==> src/rtl/alu_pkg.sv <==
package alu_pkg;

    typedef enum logic [3:0] {
        OP_AND   = 4'd0,
        OP_OR    = 4'd1,
        OP_XOR   = 4'd2,
        OP_ANDN  = 4'd3,
        OP_ORN   = 4'd4,
        OP_XNOR  = 4'd5,
        OP_ADD   = 4'd6,
        OP_ADDC  = 4'd7,
        OP_SUB   = 4'd8,
        OP_SUBC  = 4'd9,
        OP_TADD  = 4'd10,
        OP_TSUB  = 4'd11,
        OP_SHL   = 4'd12,
        OP_SHRL  = 4'd13,
        OP_SHRA  = 4'd14,
        OP_SETHI = 4'd15
    } alu_op_e;

    typedef struct packed {
        logic n;
        logic z;
        logic v;
        logic c;
    } cc_t;

    function automatic logic is_logic_op(alu_op_e o);
        return o <= OP_XNOR;
    endfunction

    function automatic logic is_arith_op(alu_op_e o);
        return (o >= OP_ADD) && (o <= OP_TSUB);
    endfunction

    function automatic logic is_tag_op(alu_op_e o);
        return (o == OP_TADD) || (o == OP_TSUB);
    endfunction

endpackage

==> src/rtl/alu_logic_unit.sv <==
module alu_logic_unit
    import alu_pkg::*;
#(
    parameter int W = 32
) (
    input  alu_op_e        op,
    input  logic [W-1:0]   a,
    input  logic [W-1:0]   b,
    output logic [W-1:0]   y
);
    logic [W-1:0] b_eff;

    always_comb begin
        b_eff = (op == OP_ANDN || op == OP_ORN || op == OP_XNOR) ? ~b : b;
        unique case (op)
            OP_AND, OP_ANDN: y = a & b_eff;
            OP_OR,  OP_ORN:  y = a | b_eff;
            default:         y = a ^ b_eff;
        endcase
    end
endmodule

==> src/rtl/alu_arith_unit.sv <==
module alu_arith_unit
    import alu_pkg::*;
#(
    parameter int W     = 32,
    parameter int TAG_W = 2
) (
    input  alu_op_e        op,
    input  logic [W-1:0]   a,
    input  logic [W-1:0]   b,
    input  logic           c_flag,
    output logic [W-1:0]   y,
    output logic           c_out,
    output logic           ovf,
    output logic           tag_bad
);
    localparam int MSB = W - 1;

    logic         do_sub;
    logic         ci;
    logic [W:0]   wide;

    always_comb begin
        do_sub  = (op == OP_SUB) || (op == OP_SUBC) || (op == OP_TSUB);
        ci      = ((op == OP_ADDC) || (op == OP_SUBC)) ? c_flag : 1'b0;
        if (do_sub)
            wide = {1'b0, a} - {1'b0, b} - {{W{1'b0}}, ci};
        else
            wide = {1'b0, a} + {1'b0, b} + {{W{1'b0}}, ci};
        y     = wide[W-1:0];
        c_out = wide[W];
        if (do_sub)
            ovf = (a[MSB] != b[MSB]) && (y[MSB] != a[MSB]);
        else
            ovf = (a[MSB] == b[MSB]) && (y[MSB] != a[MSB]);
        tag_bad = (|a[TAG_W-1:0]) || (|b[TAG_W-1:0]);
    end
endmodule

==> src/rtl/alu_shift_unit.sv <==
module alu_shift_unit
    import alu_pkg::*;
#(
    parameter int W     = 32,
    parameter int IMM_W = 22
) (
    input  alu_op_e               op,
    input  logic [W-1:0]          a,
    input  logic [$clog2(W)-1:0]  amt,
    input  logic [IMM_W-1:0]      imm,
    output logic [W-1:0]          y
);
    localparam int LOW_W = W - IMM_W;

    always_comb begin
        unique case (op)
            OP_SHL:  y = a << amt;
            OP_SHRL: y = a >> amt;
            OP_SHRA: y = W'($signed(a) >>> amt);
            default: y = {imm, {LOW_W{1'b0}}};
        endcase
    end
endmodule

==> src/rtl/int_exec_alu.sv <==
module int_exec_alu
    import alu_pkg::*;
#(
    parameter int          W         = 32,
    parameter int          IMM_W     = 22,
    parameter int          TRAP_W    = 7,
    parameter logic [6:0]  TAG_TRAP  = 7'h0A,
    parameter int          CC_LSB    = 20
) (
    input  logic              clk,
    input  logic              rst_n,
    input  logic              in_valid,
    input  logic [3:0]        op,
    input  logic              set_cc,
    input  logic              trap_form,
    input  logic [W-1:0]      opa,
    input  logic [W-1:0]      opb,
    input  logic [IMM_W-1:0]  imm22,
    output logic [W-1:0]      result,
    output logic              res_we,
    output logic              cc_we,
    output logic [3:0]        cc_flags,
    output logic              trap_req,
    output logic [TRAP_W-1:0] trap_code,
    output logic [W-1:0]      status_word
);
    localparam int SH_W = $clog2(W);

    typedef struct packed {
        logic [W-1:0] res;
        logic         res_we;
        logic         cc_we;
        cc_t          cc;
        logic         trap;
        cc_t          icc;
    } state_t;

    state_t  st_d, st_q;
    alu_op_e op_e;

    logic [W-1:0] y_logic, y_arith, y_shift, y_sel;
    logic         a_cout, a_ovf, a_tag;
    logic         v_calc, c_calc, checked;
    cc_t          cc_calc;

    assign op_e = alu_op_e'(op);

    alu_logic_unit #(.W(W)) u_logic (
        .op(op_e), .a(opa), .b(opb), .y(y_logic)
    );

    alu_arith_unit #(.W(W), .TAG_W(2)) u_arith (
        .op(op_e), .a(opa), .b(opb), .c_flag(st_q.icc.c),
        .y(y_arith), .c_out(a_cout), .ovf(a_ovf), .tag_bad(a_tag)
    );

    alu_shift_unit #(.W(W), .IMM_W(IMM_W)) u_shift (
        .op(op_e), .a(opa), .amt(opb[SH_W-1:0]), .imm(imm22), .y(y_shift)
    );

    always_comb begin
        if (is_logic_op(op_e))      y_sel = y_logic;
        else if (is_arith_op(op_e)) y_sel = y_arith;
        else                        y_sel = y_shift;

        v_calc  = is_arith_op(op_e) ? (a_ovf | (is_tag_op(op_e) & a_tag)) : 1'b0;
        c_calc  = is_arith_op(op_e) ? a_cout : 1'b0;
        cc_calc = '{n: y_sel[W-1], z: (y_sel == '0), v: v_calc, c: c_calc};
        checked = is_tag_op(op_e) && trap_form;

        st_d        = st_q;
        st_d.res_we = 1'b0;
        st_d.cc_we  = 1'b0;
        st_d.trap   = 1'b0;
        if (in_valid) begin
            if (checked && v_calc) begin
                st_d.trap = 1'b1;
            end else begin
                st_d.res    = y_sel;
                st_d.res_we = 1'b1;
                if (set_cc || checked) begin
                    st_d.cc_we = 1'b1;
                    st_d.cc    = cc_calc;
                    st_d.icc   = cc_calc;
                end
            end
        end
    end

    always_ff @(posedge clk) begin
        if (!rst_n) st_q <= '0;
        else        st_q <= st_d;
    end

    always_comb begin
        status_word = '0;
        status_word[CC_LSB +: 4] = st_q.icc;
    end

    assign result    = st_q.res;
    assign res_we    = st_q.res_we;
    assign cc_we     = st_q.cc_we;
    assign cc_flags  = st_q.cc;
    assign trap_req  = st_q.trap;
    assign trap_code = st_q.trap ? TAG_TRAP : '0;

    // a trap carries its code and nothing is written
    p_trap_silent_r8: assert property (@(posedge clk) disable iff (!rst_n)
        trap_req |-> (trap_code == TAG_TRAP) && !res_we && !cc_we);

    // stored flags move only with a flag update
    p_flags_hold_r11: assert property (@(posedge clk) disable iff (!rst_n)
        !cc_we |-> $stable(status_word));

    // N and Z follow the written result
    p_nz_follow_r2: assert property (@(posedge clk) disable iff (!rst_n)
        cc_we |-> (cc_flags[3] == result[W-1]) && (cc_flags[2] == (result == '0)));

    // logic operations that set flags clear V and C
    p_logic_vc_r3: assert property (@(posedge clk) disable iff (!rst_n)
        $past(in_valid && set_cc && (op <= 4'd5)) |-> cc_we && !cc_flags[1] && !cc_flags[0]);

    // tag bits in a non-checked tagged operation force V
    p_tag_ovf_r7: assert property (@(posedge clk) disable iff (!rst_n)
        $past(in_valid && set_cc && !trap_form && (op == 4'd10 || op == 4'd11)
              && ((opa[1:0] != 2'b00) || (opb[1:0] != 2'b00))) |-> cc_we && cc_flags[1]);

    // no activity follows an idle cycle
    p_idle_quiet_r12: assert property (@(posedge clk) disable iff (!rst_n)
        $past(!in_valid) |-> !res_we && !cc_we && !trap_req);

endmodule

==> config.mk <==
export PLATFORM = sky130hd
export DESIGN_NAME = int_exec_alu
export DESIGN_NICKNAME = d
export VERILOG_FILES = /design/src/rtl/alu_pkg.sv /design/src/rtl/alu_logic_unit.sv /design/src/rtl/alu_arith_unit.sv /design/src/rtl/alu_shift_unit.sv /design/src/rtl/int_exec_alu.sv
export SDC_FILE = /design/constraint.sdc
export NUM_CORES = 1
export LEC_CHECK = 0
export BUFFER_PORTS_ARGS = -buffer_cell sky130_fd_sc_hd__buf_4
export CORE_MARGIN = 2
export CORE_UTILIZATION = 30
export CTS_CLUSTER_DIAMETER = 120
export DETAILED_ROUTE_END_ITERATION = 12
export PLACE_DENSITY = 0.57
export REMOVE_ABC_BUFFERS = 1
export SYNTH_ARGS = -nofsm -noshare
export SYNTH_HDL_FRONTEND = slang
export SYNTH_HIERARCHICAL = 1
export SYNTH_SLANG_ARGS = --single-unit
==> constraint.sdc <==
create_clock -name clk -period 6.1 [get_ports clk]
set_clock_uncertainty 0.2 [all_clocks]
set_input_delay 0.915 -clock clk [delete_from_list [all_inputs] [get_ports clk]]
set_output_delay 0.915 -clock clk [all_outputs]
set_load 0.01 [all_outputs]
==> flow_summary.ini, run 1 <==
[run_status]
status = finished clean

[grt]
antenna_found_initial = 1
grt_remaining_overflow = 0
grt_util_all_layers_pct = 24.3
grt_max_degree = 106
grt_pass1_vias = 14200
grt_pass1_wl_mm = 94.1

[clock_network]
htree_levels = 2
clock_sinks = 39
cts_made_buffers = 5
cts-root-buf = clkbuf_16
clock_path_buffers = 2
tritoncts = done
path_clk_slew_ps = 60
insertion_delay_ps = 290

[floorplanning]
io_pins = 173
placementRows = 81
die-area_um2 = 51000
initial_utilization_pct = 30.3
coreArea_um2 = 48700
die_w_um = 226
fp.dieH_um = 226

[placement]
dp_hpwl_mm = 49.7
globalplace.congestion = 0.986
dp_cells = 2653
numPortBuffers = 139
dpl_cell_area_um2 = 16400

[pwr]
pwr-share-seq_pct = 12.1
internal_power_w = 0.00122
power_leakage_nw = 7.30
switchingPower_w = 0.00121
power_frac_comb_pct = 74.7
worst_ir_drop_vdd_mv = 0.0824
swShare_pct = 49.8
power.density_nw_per_um2 = 146
clkPwrFrac_pct = 13.2

[worst_hold_path]
min_from = result[7]
hold_depth = 2
hold_path.class = register to register

[cells_and_area]
syn_to_final_growth_pct = 12.5
fill_cells = 5158
drive_above_1_share_pct = 20.4
nets = 2255
final_cell_count_no_fill = 2665
fin_area_um2 = 16600

[setup_path]
cp-start-kind = input port
rrSetupSlack_ps = 700
ff2ff_path_depth = 23
worstSetupPathType = input port to register
end_kind = register
critPathLaunch = op[1]
r2r-start = status_word[20]
path_max_fanout = 4
required_ps = 6140
cp_data_arrival_time_ps = 5890

[routing]
num_vias = 15400
drtAntennaViolNets = 0
drc = 0
vias_per_cell = 5.79
first_iter_violations = 1455
dr.pass1.iters = 7
wl_per_cell_um = 24.0
wirelength_mm = 63.9

[synth]
syn_avg_cell_area_um2 = 7.72
ys_seq_area_share_pct = 5.29
syn_inst = 1913
yosysUniqueCellTypes = 102
syn_area_um2 = 14800
synthTopCellsByArea = ha_1 (13%), mux4_2 (10%), mux2i_1 (5.6%)
async_reset_ff_share_pct = 0
synth_area_leader_cell = ha_1
yosysTopAreaCellShare_pct = 13.3
yosysMostFrequentCell = nor2_1
synth_edf_count = 0
synth_common_cells = nor2_1 (184), inv_1 (175), ha_1 (157)
yosysWarningCount = 6
synthFlopType = dfxtp_1
synth_seq_cells = 39

[run]
maxCapViolCount = 0

[sta]
min_period_ps = 5850
slew_viol_final = 0
fin_crit_sh_pct = 96.0
max_slew_margin_pct = 43.9
worstMarginPinSlew_ps = 842
hold_viol = 0
setup_viol = 0
max_freq_mhz = 171
path summary, 6_finish.rpt:
check                     to
min                result[7]
max reg2reg  status_word[22]
max          status_word[22]
min reg2reg        result[7]
through the flow:
step	hold slack [ps]	util [%]	setup WS (ps)	power, W	setup TNS [ps]
2_1_floorplan	324	-	-3740	0.00137	-119720
3_3_place_gp	267	33.6	-410	0.00205	-771
3_5_place_dp	277	33.6	-606	0.00206	-2010
4_1_cts	293	34.0	2.80	0.00239	0
5_1_grt	334	34.1	-15.8	0.00257	-15.8
6_report	288	34.1	246	0.00242	0
registers in the layout, summed over array words and instances, names as in the netlist:
signal,count
cc_we,1
res_we,1
result,32
status_word,4
trap_req,1
cell usage in the layout (no fill, tap or decap), drive strengths merged, types with 6 or more instances in the layout:
cell type and count:
buf 230, nor2 185, inv 181, ha 157
a21oi 152, nand2 113, o21ai 86, mux2i 83
xnor2 79, mux4 68, o22ai 44, nor4 42
dfxtp 39, xor2 39, conb 33, a221o 33
a22o 32, nor3 32, nand3 26, o211ai 20
mux2 18, a211oi 17, o31ai 16, a31oi 16
nand4 15, o21a 15, nor2b 15, a21o 15
o221ai 13, o21bai 13, nand2b 13, a22oi 12
or2 11, a221oi 10, a21boi 10, and2 9
and3 7, clkbuf 6
power by group through the flow:
stage          Sequential [W]  Combinational (W)  Clock [W]
6_report             0.000292            0.00181   0.000319
5_1_grt              0.000294            0.00195   0.000334
4_1_cts              0.000292            0.00177   0.000326
3_5_place_dp         0.000298            0.00176          0
3_3_place_gp         0.000297            0.00175          0
2_1_floorplan        0.000304            0.00106          0
area by class of cell:
| type | count | area (um2) | share of cell area, % |
|---|---|---|---|
| repair buffers | 230 | 1760 | 10.6 |
| diodes | 1 | 2.50 | 0.0151 |
| flip-flops and latches | 39 | 781 | 4.70 |
| clock inverters | 2 | 35.0 | 0.211 |
| inverters | 184 | 691 | 4.16 |
| well taps | 664 | 831 | 5.00 |
| clock buffers | 6 | 139 | 0.836 |
| multi-input cells | 1539 | 12400 | 74.5 |
what timing repair did:
item / in CTS / in global routing
buffers inserted: 2 / 1
pin swaps: 5 / 14
endpoints found under the setup margin: 2 / 3
hold endpoints to repair: 0 / 0
hold buffers: 0 / 0
resized for setup: 4 / 11
routing by layer:
metal	track usage, %	vias to the layer above	share of wire, %	wire [um]
met2	39.2	666	45	28700
li1	-	7113	-	-
met5	0	-	0.016	10
met1	34.5	7544	45	29000
met4	6.52	2	2.7	1720
met3	2.32	99	7.0	4500
critical path, cell delays in order:
cell	delay (ps)
buf_4	120
nor2_2	100
nand2_2	60
o21ai_4	80
nand3_2	110
fa_1	560
inv_1	60
ha_2	170
or2_4	250
fa_2	360
nand2b_4	150
a21oi_4	200
o2111ai_4	190
a2111oi_4	400
nor3_1	70
nand3b_1	230
a311o_1	390
a31oi_2	200
nor3_2	90
mux2i_1	150
o22ai_1	100
a21oi_2	160
nand4_1	110
nor4_1	290
buf_4	180
a41o_1	170
cells by family after synthesis:
family	count (synthesis)	synth area share [%]
flops	39	5.29
compound gates	556	26.1
fa+ha+maj	161	13.8
xor+xnor	118	8.68
buf+inv	367	12.4
mux	169	17.4
simple gates	502	16.3
other cells	1	0.0254
Note: power is estimated with default switching activity, not from simulation.
==> run 2: changes to the inputs <==
--- a/config.mk
+++ b/config.mk
@@ -10,6 +10,7 @@
 export CORE_UTILIZATION = 30
 export CTS_CLUSTER_DIAMETER = 120
 export DETAILED_ROUTE_END_ITERATION = 12
+export GPL_TIMING_DRIVEN = 0
 export PLACE_DENSITY = 0.57
 export REMOVE_ABC_BUFFERS = 1
 export SYNTH_ARGS = -nofsm -noshare
==> flow_summary.ini, run 2 (synthesis gave the netlist of run 1 again) <==
[sta]
max_slew_margin_pct = 16.3
max_freq_mhz = 163
hold_viol = 0
slew_viol_final = 0
min_period_ps = 6130
worstMarginPinSlew_ps = 1250
hold_ws_ps = 288
final.setup.worst_slack_ps = -28.7
fin_crit_sh_pct = 100
fin_setup_tns_ps = -28.7
rsz0062_at_grt = true
setup_viol = 1

[cells_and_area]
nets = 2193
final_cell_count_no_fill = 2602
drive_above_1_share_pct = 18.5
layout_commonest_cell = nor2_1
largest_reg_flops = 32
syn_to_final_growth_pct = 12.9
mostFrequentLayoutCells = nor2_1 (182), inv_1 (174), ha_1 (156)
fin_area_um2 = 16700
n_antenna_cell = 0
fill_cells = 5112

[setup_path]
path_buf_inv = 3
cp-start-kind = input port
path_max_fanout = 4
rr_endpoint = status_word[22]
r2r-start = status_word[20]
worstSetupPathType = input port to register
rrSetupSlack_ps = 530
end_kind = register
required_ps = 6130
ff2ff_path_depth = 22
critPathTopFamily = compound AO/OA/AOI/OAI gates
cp_slowest_stage_delay_ps = 610
cp_data_arrival_time_ps = 6160
crit_path_top_delay_cell = fa_2

[routing]
drtAntennaViolNets = 0
first_iter_violations = 1325
wirelength_mm = 65.1
drc = 0
vias_per_cell = 5.90
wl_per_cell_um = 25.0
dr.pass1.iters = 5
num_vias = 15400

[floorplanning]
die-area_um2 = 51000
io_pins = 173
coreArea_um2 = 48700
die_w_um = 226
placementRows = 81
initial_utilization_pct = 30.3
fp.dieH_um = 226

[run_status]
status = complete, but fails checks
violations = negative setup slack

[pwr]
pwr-share-seq_pct = 12.3
power.density_nw_per_um2 = 142
internal_power_w = 0.00115
power_frac_comb_pct = 76.6
clkPwrFrac_pct = 11.1
swShare_pct = 51.3
power_leakage_nw = 7.22
switchingPower_w = 0.00121
worst_ir_drop_vdd_mv = 0.0868

[worst_hold_path]
hold_depth = 2
min_from = result[15]
hold_end = result[15]
hold_path.class = register to register

[clock_network]
clock_path_buffers = 2
path_clk_slew_ps = 60
htree_levels = 2
cts_made_buffers = 5
clock_sinks = 39
cts-root-buf = clkbuf_16
tritoncts = done
hold_buffers = 0
insertion_delay_ps = 290

[placement]
dp_cells = 2577
dpl_cell_area_um2 = 16000
dp_hpwl_mm = 47.2
globalplace.congestion = 0.982
dpl_worst_slack_ps = -2210
numPortBuffers = 139

[grt]
grt_max_degree = 88
antenna_found_initial = 0
grt_pass1_wl_mm = 94.6
grt_util_all_layers_pct = 24.6
grt_remaining_overflow = 0
grt_pass1_vias = 14600

[run]
maxCapViolCount = 0
## run 2: cell count changes in the layout (fill, tap and decap cells not counted), moves of 3 or more
cell       before  now
a21oi_2         4    9
buf_16          0   11
a21oi_1       146  141
buf_8           0    3
bufbuf_16       0    8
buf_4         227  142
## run 2: cell type report
class / instances / area [um2] / share of cell area, %
tap: 664 / 831 / 4.98
sequential: 39 / 781 / 4.68
multi-input combinational: 1539 / 12500 / 74.8
inverter: 184 / 691 / 4.14
timing repair buffer: 168 / 1760 / 10.5
clock buffer: 5 / 125 / 0.750
clock inverter: 3 / 20.0 / 0.120
## run 2: timing repair
action                     in CTS  in global routing
resized for setup              37                 11
setup endpoints to repair      39                  6
pin swaps                      15                  4
gates cloned                    8                  1
setup buffers                   7                  1
## run 2: routing by layer
layer / track usage [%] / routed length [um] / vias up
met5: 0 / 0 / -
met1: 32.6 / 27900 / 7554
met4: 9.02 / 2470 / 0
met3: 4.74 / 5670 / 112
li1: - / - / 6992
met2: 39.3 / 29100 / 698
## run 2: how the worst max path moves through the flow
stage,startpoint,end,slack [ps],cells after the start
floorplan,op[2],status_word[22],-3740,10
global placement,op[3],status_word[22],-7690,12
detailed placement,op[3],status_word[22],-2210,24
CTS,op[2],status_word[22],-120,25
global route,op[2],status_word[22],-270,25
finish,op[2],status_word[22],-30,26
## run 2: per-stage QoR
step                util [%]  total power (W)
global placement        32.1          0.00196
CTS                     34.0          0.00232
global route            34.2          0.00251
detailed placement      32.8          0.00199
floorplan                  -          0.00137
finish                  34.2          0.00236
## run 2: power groups by stage
stage / clock network, W / registers, W / logic [W]
floorplan: 0 / 0.000304 / 0.00106
global placement: 0 / 0.000295 / 0.00167
detailed placement: 0 / 0.000296 / 0.00169
CTS: 0.000271 / 0.000290 / 0.00176
global route: 0.000279 / 0.000292 / 0.00194
finish: 0.000262 / 0.000290 / 0.00181
## run 2: tightest hold or removal path: stages (launching register included)
cell     delay [ps]
dfxtp_1         320
a21oi_1          60
nor2_1           70
==> run 3: changes to the inputs <==
--- a/config.mk
+++ b/config.mk
@@ -15,5 +15,4 @@
 export REMOVE_ABC_BUFFERS = 1
 export SYNTH_ARGS = -nofsm -noshare
 export SYNTH_HDL_FRONTEND = slang
-export SYNTH_HIERARCHICAL = 1
 export SYNTH_SLANG_ARGS = --single-unit
==> flow_summary.ini, run 3 <==
[sta]
rsz0062_at_grt = false
worstMarginPinSlew_ps = 1500
max_freq_mhz = 168
max_slew_margin_pct = -1.38
min_period_ps = 5960
setup_viol = 0
fin_crit_sh_pct = 97.8
hold_ws_ps = 259
hold_viol = 0
slew_viol_final = 7

[floorplanning]
fp.dieH_um = 216
coreArea_um2 = 44200
io_pins = 173
die-area_um2 = 46600
die_w_um = 216
placementRows = 77
initial_utilization_pct = 30.5

[routing]
drc = 0
drtAntennaViolNets = 0
dr.pass1.iters = 5
wirelength_mm = 66.1
vias_per_cell = 6.17
first_iter_violations = 1806
wl_per_cell_um = 27.0
num_vias = 15100

[cells_and_area]
final_cell_count_no_fill = 2447
n_antenna_cell = 0
layout_commonest_cell = nor2_1
mostFrequentLayoutCells = nor2_1 (159), ha_1 (158), inv_1 (146)
nets = 2111
final_util_pct = 33.8
largest_reg_flops = 32
syn_to_final_growth_pct = 11.1
drive_above_1_share_pct = 16.2

[grt]
grt_util_all_layers_pct = 27.1
grt_remaining_overflow = 0
antenna_found_initial = 0
grt_pass1_wl_mm = 96.2
grt_max_degree = 105
grt_pass1_vias = 14200

[worst_hold_path]
hold_path.class = register to register

[synth]
syn_area_um2 = 13500
synth_common_cells = nor2_1 (160), ha_1 (158), inv_1 (147)
synth_top_family_by_area = compound AO/OA/AOI/OAI gates
yosysMostFrequentCell = nor2_1
synthFlopType = dfxtp_1
synth_compound_area_share_pct = 26.9
synthTopCellsByArea = ha_1 (15%), mux4_2 (7.2%), dfxtp_1 (5.8%)
synthSimpleGateAreaFrac_pct = 20.4
synthMuxAreaShare_pct = 15.1
synth_seq_cells = 39
syn_inst = 1833
synth_area_leader_cell = ha_1
yosysWarningCount = 0
syn_avg_cell_area_um2 = 7.35
ys_seq_area_share_pct = 5.80
yosysTopAreaCellShare_pct = 14.7
synth_edf_count = 0
synth_xor_area_share_pct = 5.39
synth_fa_ha_area_share_pct = 15.3
yosysUniqueCellTypes = 108
async_reset_ff_share_pct = 0

[setup_path]
required_ps = 6100
path_max_fanout = 27
cp-start-kind = input port
end_kind = register
worstSetupPathType = input port to register
cp_data_arrival_time_ps = 5960

[run_status]
violations = max-capacitance violations, max-slew violations
status = complete, but fails checks

[clock_network]
clock_sinks = 39
path_clk_slew_ps = 50
cts_made_buffers = 5
cts-root-buf = clkbuf_16
htree_levels = 2
tritoncts = done
hold_buffers = 0
clock_path_buffers = 2
insertion_delay_ps = 280

[placement]
dp_cells = 2436
globalplace.congestion = 0.975
numPortBuffers = 139
dp_hpwl_mm = 51.2

[pwr]
power_leakage_nw = 6.34
power.density_nw_per_um2 = 143
worst_ir_drop_vdd_mv = 0.109

[run]
maxCapViolCount = 1
## run 3: cell count changes after synthesis, sizes merged, moves of 23 or more
| cell | before | now |
|---|---|---|
| buf | 120 | 97 |
| xnor2 | 79 | 43 |
| a22o | 32 | 6 |
| nand2 | 113 | 146 |
| o22ai | 44 | 20 |
| a221o | 33 | 5 |
| nor4 | 42 | 17 |
| mux4 | 68 | 43 |
| nor3 | 32 | 55 |
| a21oi | 152 | 103 |
| inv | 181 | 149 |
## run 3: what timing repair did
item,in CTS,in global routing
resized for setup,19,20
setup buffers,0,3
pin swaps,2,4
setup endpoints to repair,38,37
## run 3: critical path, cell delays in order
cell,delay [ps]
buf_4,310
nand3b_1,250
o21ai_0,150
nand3_1,240
fa_1,560
inv_1,80
ha_1,180
nor2_1,70
fa_1,450
and3b_1,220
o21ai_0,210
xor2_1,140
a222oi_1,360
o221ai_2,250
nor4_2,370
nand4_1,140
nor4_1,350
and4_1,330
nand4b_1,130
o31ai_2,230
## run 3: area by class of cell
cell class,count,area [um2]
well taps,592,741
clock buffers,7,133
repair buffers,150,1220
flip-flops and latches,39,781
inverters,151,574
multi-input cells,1507,11500
fillers,4716,29300
clock inverters,1,5.00
## run 3: where the power goes
part	leakage, nW	switching [W]	internal [W]
Combinational	5.95	0.00100	0.000590
Clock	0.0679	0.0000956	0.000151
Sequential	0.322	0.0000134	0.000279
## run 3: worst paths after layout
kind	start	endpoint	slack, ps	depth (start not counted)
worst max-delay path	op[1]	status_word[22]	140	20
worst min-delay path	result[27]	result[27]	260	2
worst max register to register	status_word[20]	status_word[22]	1030	17
worst min register to register	result[27]	result[27]	260	2
## run 3: stage by stage
step / total power (W) / setup WS (ps) / cell area [um2] / setup TNS [ps]
floorplan: 0.00123 / -171 / 12700 / -171
global placement: 0.00180 / -3640 / 14400 / -74140
detailed placement: 0.00182 / -1800 / 14600 / -39030
CTS: 0.00209 / 5.25 / 14800 / 0
global route: 0.00227 / 6.96 / 15000 / 0
finish: 0.00213 / 137 / 15000 / 0
## run 3: metal layers
metal  wire length [um]  part of all wire (%)  vias up  global-route usage [%]
li1                   -                     -     6743                       -
met4               3010                   4.6        0                    9.89
met5                  0                     0        -                       0
met3               5600                   8.5      137                    5.02
met2              29100                    44      835                    42.2
met1              28300                    43     7372                    37.2
## run 3: logic make-up after synthesis
kind of cell | count (synthesis)
and+or+nand+nor | 567
AOI/OAI and AO/OA | 519
buffers and inverters | 319
adders and majority gates | 162
muxes | 144
xor gates and xnor gates | 82
DFF | 39
other | 1
